### src/rtl/adc_seq_pkg.sv
package adc_seq_pkg;

  typedef enum logic [1:0] {
    ST_IDLE   = 2'd0,
    ST_READ   = 2'd1,
    ST_WINDOW = 2'd2
  } seqState_e;

  // Strobes from the controller to the datapath
  typedef struct packed {
    logic load;    // copy result into the shift register
    logic shift;   // advance the serial shift register
    logic track;   // follow dIn (sampling phase)
    logic commit;  // conversion finished: result <= frozen sample
  } dpStrobe_t;

endpackage

### src/rtl/adc_seq_sync.sv
module adc_seq_sync #(
  parameter int   STAGES  = 2,
  parameter logic RST_VAL = 1'b1
) (
  input  logic clk,
  input  logic rstN,
  input  logic din,
  output logic q
);

  logic [STAGES-1:0] chain;

  generate
    if (STAGES == 1) begin : g_single
      always_ff @(posedge clk or negedge rstN) begin
        if (!rstN) chain <= RST_VAL;
        else       chain <= din;
      end
    end else begin : g_multi
      always_ff @(posedge clk or negedge rstN) begin
        if (!rstN) chain <= {STAGES{RST_VAL}};
        else       chain <= {chain[STAGES-2:0], din};
      end
    end
  endgenerate

  assign q = chain[STAGES-1];

endmodule

### src/rtl/adc_seq_dpath.sv
module adc_seq_dpath
  import adc_seq_pkg::*;
#(
  parameter int DATA_W = 8
) (
  input  logic              clk,
  input  logic              rstN,
  input  dpStrobe_t         st,
  input  logic [DATA_W-1:0] dIn,
  output logic              msbOut
);

  logic [DATA_W-1:0] shReg;
  logic [DATA_W-1:0] trackReg;
  logic [DATA_W-1:0] resultReg;

  // Sample tracker: follows dIn while tracking, freezes otherwise
  always_ff @(posedge clk or negedge rstN) begin
    if (!rstN)         trackReg <= '0;
    else if (st.track) trackReg <= dIn;
  end

  // Result register and serial shifter
  always_ff @(posedge clk or negedge rstN) begin
    if (!rstN) begin
      resultReg <= '0;
      shReg     <= '0;
    end else if (st.commit) begin
      resultReg <= trackReg;
      shReg     <= trackReg;
    end else if (st.load) begin
      shReg     <= resultReg;
    end else if (st.shift) begin
      shReg     <= {shReg[DATA_W-2:0], 1'b0};
    end
  end

  assign msbOut = shReg[DATA_W-1];

  AST_RESULT_HOLD: assert property (@(posedge clk) disable iff (!rstN)
    !st.commit |=> $stable(resultReg));

endmodule

### src/rtl/adc_seq_ctrl.sv
module adc_seq_ctrl
  import adc_seq_pkg::*;
#(
  parameter int DATA_W       = 8,
  parameter int SAMPLE_AFTER = 4,
  parameter int HOLD_CYC     = 4,
  parameter int CONV_CYC     = 32,
  parameter int SYNC_STAGES  = 2,
  parameter int CS_QUAL      = 2
) (
  input  logic      clk,
  input  logic      rstN,
  input  logic      csN,
  input  logic      sclk,
  output dpStrobe_t st,
  output logic      csAccepted,
  output logic      convDone
);

  localparam int WIN    = HOLD_CYC + CONV_CYC;
  localparam int WIN_W  = $clog2(WIN + 1);
  localparam int BIT_W  = $clog2(DATA_W + 1);
  localparam int QUAL_W = $clog2(CS_QUAL + 1);

  logic csSync, sclkSync, sclkPrev;
  logic csAccQ, csFall, sclkFall;
  logic [QUAL_W-1:0] lowCnt;
  logic [BIT_W-1:0]  bitCnt;
  logic [WIN_W-1:0]  winCnt;
  seqState_e state, nxtState;

  adc_seq_sync #(.STAGES(SYNC_STAGES), .RST_VAL(1'b1)) u_csSync (
    .clk(clk), .rstN(rstN), .din(csN), .q(csSync));

  adc_seq_sync #(.STAGES(SYNC_STAGES), .RST_VAL(1'b0)) u_sclkSync (
    .clk(clk), .rstN(rstN), .din(sclk), .q(sclkSync));

  // Chip-select qualifier: count rising edges with select low,
  // then accept on the next falling edge of the internal clock.
  always_ff @(posedge clk or negedge rstN) begin
    if (!rstN)                             lowCnt <= '0;
    else if (csSync)                       lowCnt <= '0;
    else if (lowCnt != QUAL_W'(CS_QUAL))   lowCnt <= lowCnt + 1'b1;
  end

  always_ff @(negedge clk or negedge rstN) begin
    if (!rstN) csAccepted <= 1'b0;
    else       csAccepted <= !csSync && (lowCnt == QUAL_W'(CS_QUAL));
  end

  always_ff @(posedge clk or negedge rstN) begin
    if (!rstN) begin
      csAccQ   <= 1'b0;
      sclkPrev <= 1'b0;
    end else begin
      csAccQ   <= csAccepted;
      sclkPrev <= sclkSync;
    end
  end

  assign csFall   = csAccepted & ~csAccQ;
  assign sclkFall = sclkPrev & ~sclkSync;

  // Sequencer
  always_comb begin
    nxtState  = state;
    st        = '0;
    st.track  = (state == ST_READ) && (bitCnt >= BIT_W'(SAMPLE_AFTER));
    case (state)
      ST_IDLE: begin
        st.load = 1'b1;
        if (csFall) nxtState = ST_READ;
      end
      ST_READ: begin
        if (!csAccepted) begin
          nxtState = ST_IDLE;
        end else if (sclkFall) begin
          st.shift = 1'b1;
          if (bitCnt == BIT_W'(DATA_W - 1)) nxtState = ST_WINDOW;
        end
      end
      ST_WINDOW: begin
        if (csFall) begin
          nxtState = ST_READ;              // abort, old result stays
        end else begin
          st.load = !csAccepted;
          if (winCnt == WIN_W'(WIN - 1)) begin
            st.commit = 1'b1;
            nxtState  = csAccepted ? ST_READ : ST_IDLE;
          end
        end
      end
      default: nxtState = ST_IDLE;
    endcase
  end

  always_ff @(posedge clk or negedge rstN) begin
    if (!rstN) begin
      state    <= ST_IDLE;
      bitCnt   <= '0;
      winCnt   <= '0;
      convDone <= 1'b0;
    end else begin
      state    <= nxtState;
      convDone <= st.commit;
      if (nxtState != ST_READ) bitCnt <= '0;
      else if (st.shift)       bitCnt <= bitCnt + 1'b1;
      if (state == ST_WINDOW && nxtState == ST_WINDOW) winCnt <= winCnt + 1'b1;
      else                                             winCnt <= '0;
    end
  end

  AST_CS_QUALIFIED: assert property (@(posedge clk) disable iff (!rstN)
    $rose(csAccQ) |-> ($past(!csSync) && $past(!csSync, 2)));

  AST_DONE_FROM_WINDOW: assert property (@(posedge clk) disable iff (!rstN)
    convDone |-> ($past(state) == ST_WINDOW));

  AST_DONE_SINGLE: assert property (@(posedge clk) disable iff (!rstN)
    convDone |=> !convDone);

  AST_ABORT_NO_DONE: assert property (@(posedge clk) disable iff (!rstN)
    (state == ST_WINDOW && csFall) |=> !convDone);

  AST_NO_SHIFT_IN_WINDOW: assert property (@(posedge clk) disable iff (!rstN)
    (state == ST_WINDOW) |-> !st.track);

endmodule

### src/rtl/adc_seq.sv
module adc_seq
  import adc_seq_pkg::*;
#(
  parameter int DATA_W       = 8,
  parameter int SAMPLE_AFTER = 4,
  parameter int HOLD_CYC     = 4,
  parameter int CONV_CYC     = 32,
  parameter int SYNC_STAGES  = 2,
  parameter int CS_QUAL      = 2
) (
  input  logic              clk,
  input  logic              rstN,
  input  logic              csN,
  input  logic              sclk,
  input  logic [DATA_W-1:0] dIn,
  output logic              dataOut,
  output logic              dataOe,
  output logic              convDone
);

  dpStrobe_t st;
  logic      csAccepted;
  logic      msbOut;

  adc_seq_ctrl #(
    .DATA_W(DATA_W), .SAMPLE_AFTER(SAMPLE_AFTER), .HOLD_CYC(HOLD_CYC),
    .CONV_CYC(CONV_CYC), .SYNC_STAGES(SYNC_STAGES), .CS_QUAL(CS_QUAL)
  ) u_ctrl (
    .clk(clk), .rstN(rstN), .csN(csN), .sclk(sclk),
    .st(st), .csAccepted(csAccepted), .convDone(convDone));

  adc_seq_dpath #(.DATA_W(DATA_W)) u_dpath (
    .clk(clk), .rstN(rstN), .st(st), .dIn(dIn), .msbOut(msbOut));

  // Raw select gates the driver so deassertion is immediate
  assign dataOe  = ~csN & csAccepted;
  assign dataOut = msbOut;

  AST_OE_OFF_CS_HIGH: assert property (@(posedge clk) disable iff (!rstN)
    csN |-> !dataOe);

endmodule

### config.mk
export PLATFORM = sky130hd
export DESIGN_NAME = adc_seq
export DESIGN_NICKNAME = d
export VERILOG_FILES = /design/src/rtl/adc_seq_pkg.sv /design/src/rtl/adc_seq_sync.sv /design/src/rtl/adc_seq_dpath.sv /design/src/rtl/adc_seq_ctrl.sv /design/src/rtl/adc_seq.sv
export SDC_FILE = /design/constraint.sdc
export NUM_CORES = 1
export LEC_CHECK = 0
export ABC_AREA = 1
export BUFFER_PORTS_ARGS = -buffer_cell sky130_fd_sc_hd__clkbuf_2
export CAP_MARGIN = 25
export CORE_MARGIN = 2
export CORE_UTILIZATION = 51
export DETAILED_ROUTE_END_ITERATION = 8
export PLACE_DENSITY = 0.79
export SLEW_MARGIN = 10
export SYNTH_ARGS = -nofsm -noshare
export SYNTH_HDL_FRONTEND = slang
export SYNTH_SLANG_ARGS = --single-unit
### constraint.sdc
create_clock -name clk -period 4.85 [get_ports clk]
set_clock_uncertainty 0.2 [all_clocks]
set_input_delay 0 -clock clk [delete_from_list [all_inputs] [get_ports clk]]
set_output_delay 0 -clock clk [all_outputs]
set_load 0.01 [all_outputs]
==> reports/qor.yml, run 1 <==
synthesis:
  syn_nets: 263
  synth_cells: 248
  ys.flop_type: "dfrtp_1"
  synthArstFlopShare_pct: 100
  syn_area_sq_um: 2160
  synthTopCellsByCount: "nand2_1 (77), dfrtp_1 (43), nand3_1 (31)"
  ys_ff_latch: 46
  syn_avg_cell_area_sq_um: 8.72
  synth.most_common_cell: "nand2_1"
  synth.distinct_cells: 30
  yosysWarnings: 0
  yosysSeqAreaShare_pct: 53.4
  ys_top_cells_by_area: "dfrtp_1 (50%), nand2_1 (13%), nand3_1 (7.2%)"
  yosysTopAreaCellShare_pct: 49.8
  synth_top_area_cell: "dfrtp_1"
  synth_edf_count: 0
floorplan:
  dieWidth_microns: 69.1
  die_h_microns: 69.1
  dieArea_sq_um: 4780
  start_util_pct: 53.7
  rows: 23
  num_io_pins: 15
  core_sq_um: 4030
sta:
  hold_viol: 0
  setup_viol: 0
  drv_slew: 0
  tns_ns: 0
  fin_ws_ns: 0.700
  worst_slew_pin_slew_ns: 0.613
  rsz0062_at_grt: "false"
  slew_headroom_pct: 59.0
  whs_ns: 0.142
worst_setup_path:
  crit_path_end_kind: "flip-flop"
  r2r_end: "u_dpath.shReg[5]$_DFFE_PN0P_"
  r2r_slack_ns: 0.70
  worst_setup_path_start_kind: "flip-flop"
  cpPeakStageDelay_ns: 0.51
  critPathRequiredTime_ns: 4.84
  path_delay_family: "simple AND/OR/NAND/NOR gates"
  critPathBufInv: 0
  rr_startpoint: "u_ctrl.csAccepted$_DFF_NN0_"
  path_cells: "nand2_2 > nand2_4 > o21a_1 > nand2_4 > nand2_1 > nand2_1"
  crit_type: "reg2reg"
  cp.arrival_ns: 4.14
  critPathSlowestCell: "dfrtn_1"
  r2r_cells: 6
  crit_path_max_fanout: 9
cells_and_area:
  fin_util_pct: 61.5
  layout-drive-gt1-share_pct: 15.2
  nFillCells: 359
  finalNonFillerCells: 327
  num_antenna_cells: 0
  design_area_sq_um: 2480
  area_growth_pct: 14.6
  fin_nets: 291
clocking:
  htree_levels: 2
  path_clk_slew_ns: 0.08
  numCtsBuffers: 5
  insertion_delay_ns: 0.30
  cts-root-buf: "clkbuf_8"
  cts_sinks: 46
  cts_max_path_buffers: 2
  tritoncts: "yes"
global_route:
  grt_pass1_wl_microns: 6620
  grt-ovfl-total: 0
  grt.total_usage_pct: 17.4
  antenna_found_initial: 0
  grt_pass1_vias: 1480
  grt_max_degree: 46
routing:
  drt-met1-wl_microns: 1850
  wirelength_microns: 3770
  firstDrtPassIters: 4
  drcViolationCount: 0
  avgRoutedWirePerCell_microns: 11.5
  wl_met2_microns: 1700
  maxUsedRoutingLayer: "met4"
  wl_met3_microns: 152
  vias: 1568
  ant_nets: 0
  vias_per_cell: 4.80
  drt_iter0_markers: 73
placed_design:
  gp_congestion: 0.836
  place_ws_ns: 0.710
  portBuffers: 14
  dpl.hpwl_microns: 2570
  dp_cells: 308
  place_area_sq_um: 2260
power:
  total_power_mw: 0.765
  ir_drop_mv: 0.217
  p_leak_nw: 1.33
  cellPowerDensity_nw_per_um2: 309
hold_path:
  min_path_type: "in2async"
status:
  status: "completed"
flow_run:
  cap_violations: 0
[cell usage in the layout (no fill, tap or decap), types with 2 or more instances in the layout]
cell type and count:
clkbuf_8 5, dfstp_2 2, nand2_4 2, nor2_4 2, ha_1 3, clkbuf_1 2
nand2_1 77, dfrtp_1 43, nor2_1 19, nor2_8 2, clkbuf_2 14, inv_1 27
nand3_1 31, nand2_2 7, a21oi_1 2, inv_2 2, xor2_1 2, o21ai_0 9
nor3b_1 2, dlygate4sd3_1 11
[routing by layer]
layer | vias up | global-route usage (%)
met3 | 7 | 4.24
li1 | 825 | -
met1 | 709 | 23.8
met5 | - | 0
met4 | 0 | 7.63
met2 | 27 | 26.4
[worst min-delay path, stage by stage]
cell,delay (ns)
dlygate4sd3_1,0.52
clkbuf_2,0.12
buf_4,0.46
[area by class of cell]
class | count | area [sq um] | share of cell area (%)
flip-flops and latches | 46 | 1150 | 46.6
repair buffers | 26 | 188 | 7.58
clock buffers | 7 | 76.3 | 3.08
inverters | 29 | 109 | 4.39
multi-input cells | 168 | 858 | 34.6
clock inverters | 1 | 30.0 | 1.21
well taps | 50 | 62.6 | 2.53
[power breakdown]
part,internal [mW],switching [mW]
Combinational,0.0276,0.0513
Clock,0.154,0.122
Sequential,0.398,0.0117
[what timing repair did]
item	CTS	global route
buffers inserted	0	0
hold endpoints to repair	55	0
resized for setup	0	0
hold buffers	11	0
[state kept, by name, summed over array words and instances (netlist names)]
signal and flops:
u_ctrl.sclkPrev 1, u_dpath.resultReg 8, u_ctrl.state 2, u_ctrl.csAccepted 1
u_ctrl.u_csSync.chain 2, u_dpath.shReg 8, u_ctrl.bitCnt 4, u_ctrl.convDone 1
u_dpath.trackReg 8, u_ctrl.csAccQ 1, u_ctrl.winCnt 6, u_ctrl.u_sclkSync.chain 2
u_ctrl.lowCnt 2
[worst max-delay path by stage]
stage                                            from                           end  slack, ns  cells past startpoint
after floorplan           u_ctrl.csAccepted$_DFF_NN0_  u_dpath.shReg[7]$_DFFE_PN0P_       0.99                      7
after global placement    u_ctrl.csAccepted$_DFF_NN0_  u_dpath.shReg[7]$_DFFE_PN0P_       0.82                      6
after detailed placement  u_ctrl.csAccepted$_DFF_NN0_  u_dpath.shReg[5]$_DFFE_PN0P_       0.71                      6
after CTS                 u_ctrl.csAccepted$_DFF_NN0_  u_dpath.shReg[5]$_DFFE_PN0P_       0.71                      6
after global routing      u_ctrl.csAccepted$_DFF_NN0_  u_dpath.shReg[7]$_DFFE_PN0P_       0.56                      6
final                     u_ctrl.csAccepted$_DFF_NN0_  u_dpath.shReg[5]$_DFFE_PN0P_       0.70                      6
[cell families after synthesis]
| logic type | share of synthesized area (%) |
|---|---|
| AOI/OAI and AO/OA | 4.05 |
| xor gates and xnor gates | 1.22 |
| adders and majority gates | 1.74 |
| buffers and inverters | 6.94 |
| DFF | 53.4 |
| and+or+nand+nor | 32.7 |
Note: power is estimated with default switching activity, not from simulation.
==> run 2, diff against run 1 <==
--- a/config.mk
+++ b/config.mk
@@ -12,6 +12,7 @@
 export CORE_UTILIZATION = 51
 export DETAILED_ROUTE_END_ITERATION = 8
 export PLACE_DENSITY = 0.79
+export RECOVER_POWER = 25
 export SLEW_MARGIN = 10
 export SYNTH_ARGS = -nofsm -noshare
 export SYNTH_HDL_FRONTEND = slang
==> run 2 against run 1 <==
- final cell count stayed put
- the flow now finishes with violations (max-capacitance violations, max-slew violations)
- largest cell class unchanged
- clock power about the same
- global-route usage stayed put
- sequential cell count did not move
- setup slack worse by 0.0012 ns
- sequential share of layout area grew 0.14 points
- first-iteration DRC count rose by 1.4%
- sequential power about the same
- hold slack hardly changed
==> reports/qor.yml, run 2 (same netlist as run 1, synthesis figures left out) <==
placed_design:
  dpl.hpwl_microns: 2570
  place_area_sq_um: 2260
  place_ws_ns: 0.710
  gp_congestion: 0.836
  portBuffers: 14
  dp_cells: 308
cells_and_area:
  finalNonFillerCells: 327
  layout_commonest_cell: "nand2_1"
  multi_input_area_sq_um: 858
  regArea_sq_um: 1150
  num_antenna_cells: 0
  design_area_sq_um: 2470
  nFillCells: 362
  layout-drive-gt1-share_pct: 13.7
  fin_nets: 291
  area_growth_pct: 14.2
  largestRegisters: "u_dpath.resultReg (8), u_dpath.shReg (8), u_dpath.trackReg (8)"
  final_cell_mix: "nand2_1 (77), dfrtp_1 (43), nand3_1 (31), inv_1 (27), nor2_1 (19)"
worst_setup_path:
  worst_setup_path_start_kind: "flip-flop"
  rr_startpoint: "u_ctrl.csAccepted$_DFF_NN0_"
  cp.arrival_ns: 4.14
  critPathRequiredTime_ns: 4.84
  crit_type: "reg2reg"
  crit_start: "u_ctrl.csAccepted$_DFF_NN0_"
  crit_path_max_fanout: 9
  crit_path_end_kind: "flip-flop"
global_route:
  grt_pass1_wl_microns: 6620
  grt-ovfl-total: 0
  grt_pass1_vias: 1480
  grt_max_degree: 46
  antenna_found_initial: 0
  grt.total_usage_pct: 17.4
sta:
  drv_slew: 46
  tns_ns: 0
  rsz0062_at_grt: "false"
  slew_headroom_pct: -51.0
  fin_ws_ns: 0.698
  hold_viol: 0
  worst_slew_pin_slew_ns: 2.27
  setup_viol: 0
clocking:
  cts_sinks: 46
  cts-root-buf: "clkbuf_8"
  insertion_delay_ns: 0.30
  path_clk_slew_ns: 0.08
  cts_max_path_buffers: 2
  tritoncts: "yes"
  cts_resized: 0
  numCtsBuffers: 5
  htree_levels: 2
floorplan:
  dieWidth_microns: 69.1
  num_io_pins: 15
  rows: 23
  die_h_microns: 69.1
  dieArea_sq_um: 4780
  core_sq_um: 4030
  start_util_pct: 53.7
power:
  ir_drop_mv: 0.217
  p_leak_nw: 1.32
  cellPowerDensity_nw_per_um2: 309
  total_power_mw: 0.764
routing:
  vias_per_cell: 4.81
  wirelength_microns: 3780
  vias: 1573
  avgRoutedWirePerCell_microns: 11.6
  drt_iter0_markers: 74
  firstDrtPassIters: 4
  drcViolationCount: 0
  ant_nets: 0
status:
  status: "complete, but fails checks"
  violations: "max-capacitance violations, max-slew violations"
hold_path:
  hold_start: "sclk"
  min_path_type: "in2reg"
flow_run:
  cap_violations: 1
## run 2: power breakdown
part	internal (mW)	switching (mW)	leakage (nW)	total [mW]
Clock	0.154	0.122	0.0524	0.276
Sequential	0.398	0.0117	0.584	0.410
Combinational	0.0270	0.0512	0.680	0.0782
## run 2: per-layer routing
| metal | track usage, % | wire [microns] | vias to the layer above | share of wire, % |
|---|---|---|---|---|
| met4 | 7.63 | 59 | 0 | 1.6 |
| li1 | - | - | 824 | - |
| met2 | 26.4 | 1730 | 27 | 46 |
| met1 | 23.8 | 1850 | 717 | 49 |
| met3 | 4.24 | 133 | 5 | 3.5 |
| met5 | 0 | 0 | - | 0 |
## run 2: critical path: stages (launching register included)
cell and delay (ns):
dfrtn_1 0.51, nand2_2 0.17, nand2_4 0.13, o21a_1 0.34, nand2_4 0.12, nand2_1 0.09, nand2_1 0.05
## run 2: timing repair
| action | CTS | global route |
|---|---|---|
| hold endpoints to repair | 55 | 0 |
| endpoints found under the setup margin | 0 | 0 |
| hold buffers | 11 | 0 |
| setup buffers | 0 | 0 |
## run 2: worst paths after layout
kind / endpoint / slack [ns] / cells after the start
max: u_dpath.shReg[5]$_DFFE_PN0P_ / 0.70 / 6
min: u_ctrl.u_sclkSync.chain[0]$_DFF_PN0_ / 0.14 / 2
max reg2reg: u_dpath.shReg[5]$_DFFE_PN0P_ / 0.70 / 6
min reg2reg: u_ctrl.u_sclkSync.chain[1]$_DFF_PN0_ / 0.16 / 0
max in group asynchronous: u_ctrl.csAccepted$_DFF_NN0_ / 2.16 / 2
min in group asynchronous: u_ctrl.sclkPrev$_DFF_PN0_ / 0.88 / 3
## run 2: cell type report
class                      instances  share of cell area (%)
multi-input combinational        168                    34.8
clock buffer                       7                    3.09
sequential                        46                    46.7
tap                               50                    2.53
clock inverter                     1                    1.22
timing repair buffer              26                    7.29
inverter                          29                    4.41
## run 2: through the flow
stage,util [%],hold WS (ns)
2_1_floorplan,-,-0.496
5_1_grt,61.3,0.158
3_3_place_gp,56.1,-0.0850
4_1_cts,61.5,0.139
6_report,61.3,0.143
3_5_place_dp,56.1,-0.0886
==> run 3, diff against run 2 <==
--- a/config.mk
+++ b/config.mk
@@ -9,9 +9,9 @@
 export BUFFER_PORTS_ARGS = -buffer_cell sky130_fd_sc_hd__clkbuf_2
 export CAP_MARGIN = 25
 export CORE_MARGIN = 2
-export CORE_UTILIZATION = 51
+export CORE_UTILIZATION = 45
 export DETAILED_ROUTE_END_ITERATION = 8
-export PLACE_DENSITY = 0.79
+export PLACE_DENSITY = 0.72
 export RECOVER_POWER = 25
 export SLEW_MARGIN = 10
 export SYNTH_ARGS = -nofsm -noshare
==> run 3 against run 2 <==
- the run still ends with max-capacitance violations, max-slew violations left
- setup slack gained 0.026 ns
- sequential power is essentially flat
- largest cell class unchanged
- non-clock buffer count is the same
- critical path depth is the same
- sequential share of layout area grew 0.14 points
- sequential cell count is the same
- final area shrank 0.30%
- clock power shrank 14%
- total power shrank 4.7%
- count of clock-buffer cells in the layout shrank 1
- die area grew 13%
- global-route usage shrank 1.2 points
==> reports/qor.yml, run 3 (same netlist as run 1, synthesis figures left out) <==
routing:
  ant_nets: 0
  firstDrtPassIters: 4
  wirelength_microns: 3790
  drt_iter0_markers: 102
  avgRoutedWirePerCell_microns: 11.5
  vias: 1606
  drcViolationCount: 0
  vias_per_cell: 4.85
global_route:
  grt-ovfl-total: 0
  grt.total_usage_pct: 16.2
  grt_max_degree: 46
  grt_pass1_vias: 1535
  grt_pass1_wl_microns: 6670
  antenna_found_initial: 0
sta:
  fin_ws_ns: 0.724
  drv_slew: 46
  hold_viol: 0
  slew_headroom_pct: -53.8
  setup_viol: 0
  worst_slew_pin_slew_ns: 2.31
  rsz0062_at_grt: "false"
  tns_ns: 0
floorplan:
  num_io_pins: 15
  core_sq_um: 4690
  dieArea_sq_um: 5380
  dieWidth_microns: 73.3
  start_util_pct: 46.1
  rows: 25
  die_h_microns: 73.3
hold_path:
  min_path_type: "in2reg"
power:
  cellPowerDensity_nw_per_um2: 296
  ir_drop_mv: 0.148
  p_leak_nw: 1.31
clocking:
  insertion_delay_ns: 0.30
  cts_sinks: 46
  cts-root-buf: "clkbuf_8"
  tritoncts: "yes"
  htree_levels: 2
  cts_max_path_buffers: 2
  path_clk_slew_ns: 0.08
  numCtsBuffers: 5
  cts_resized: 0
placed_design:
  portBuffers: 14
  place_ws_ns: 0.746
  dpl.hpwl_microns: 2700
  place_area_sq_um: 2270
  gp_congestion: 0.795
cells_and_area:
  fin_nets: 291
  nFillCells: 446
  final_cell_mix: "nand2_1 (77), dfrtp_1 (43), nand3_1 (31), inv_1 (27), nor2_1 (19)"
  layout_commonest_cell: "nand2_1"
  area_growth_pct: 13.9
  largestRegisters: "u_dpath.resultReg (8), u_dpath.shReg (8), u_dpath.trackReg (8)"
  fin_util_pct: 52.5
  layout-drive-gt1-share_pct: 14.1
  num_antenna_cells: 0
  design_area_sq_um: 2460
  multi_input_area_sq_um: 858
  regArea_sq_um: 1150
worst_setup_path:
  path_cells: "nand2_2 > nand2_4 > o21a_1 > nand2_4 > nand2_1 > nand2_1"
  crit_path_max_fanout: 9
  crit_type: "reg2reg"
  crit_path_end_kind: "flip-flop"
  critPathSlowestCell: "dfrtn_1"
  cp.arrival_ns: 4.11
  worst_setup_path_start_kind: "flip-flop"
  cpPeakStageDelay_ns: 0.50
  critPathRequiredTime_ns: 4.84
status:
  violations: "max-capacitance violations, max-slew violations"
  status: "complete, but fails checks"
flow_run:
  cap_violations: 1
==> run 3: cell types whose count changed in the layout (fill, tap and decap cells not counted) <==
cell / before / now
bufinv_16: 1 / 0
clkinv_2: 0 / 1
clkinvlp_4: 0 / 1
clkbuf_1: 6 / 5
clkbuf_8: 5 / 6
clkbuf_2: 11 / 10
==> run 3: cell type report <==
cell class | instances | area share (%)
clock buffers | 6 | 3.35
clock inverters | 2 | 0.508
inverters | 29 | 4.42
multi-input cells | 168 | 34.9
flip-flops and latches | 46 | 46.8
well taps | 54 | 2.74
repair buffers | 26 | 7.27
==> run 3: path summary, 6_finish.rpt <==
check / depth (start not counted) / slack [ns] / startpoint / endpoint
setup / recovery: 6 / 0.72 / u_ctrl.csAccepted$_DFF_NN0_ / u_dpath.shReg[7]$_DFFE_PN0P_
hold / removal: 2 / 0.15 / sclk / u_ctrl.u_sclkSync.chain[0]$_DFF_PN0_
setup reg to reg: 6 / 0.72 / u_ctrl.csAccepted$_DFF_NN0_ / u_dpath.shReg[7]$_DFFE_PN0P_
hold reg to reg: 0 / 0.15 / u_ctrl.u_sclkSync.chain[0]$_DFF_PN0_ / u_ctrl.u_sclkSync.chain[1]$_DFF_PN0_
max in group asynchronous: 2 / 2.15 / rstN / u_ctrl.csAccepted$_DFF_NN0_
min in group asynchronous: 3 / 0.90 / rstN / u_dpath.shReg[3]$_DFFE_PN0P_
==> run 3: report_power, final <==
| part | switching, mW | total (mW) | internal, mW |
|---|---|---|---|
| logic | 0.0524 | 0.0799 | 0.0275 |
| registers | 0.0122 | 0.410 | 0.398 |
| clock network | 0.123 | 0.238 | 0.114 |
==> run 3: metrics by stage <==
stage                     instances  hold slack (ns)  power, mW
after floorplan                 248           -0.496      0.472
after global placement          312          -0.0902      0.487
after detailed placement        312          -0.0882      0.493
after CTS                       331            0.135      0.740
after global routing            331            0.154      0.764
final                           331            0.148      0.728
==> run 3: repair_timing <==
item / CTS / global route
hold endpoints to repair: 53 / 0
buffers inserted: 0 / 0
hold buffers: 11 / 0
==> run 3: routing by layer <==
metal / up-vias / part of all wire [%] / global-route usage, %
li1: 828 / - / -
met1: 752 / 50 / 22.2
met2: 21 / 45 / 25.2
met3: 5 / 3.2 / 3.43
met4: 0 / 1.4 / 6.67
met5: - / 0 / 0
==> run 3: critical path, delay by kind of cell, from the launching register on <==
kind	cells	cell delay [ns]
compound gates	1	0.33
simple gates	5	0.56
flops	1	0.50
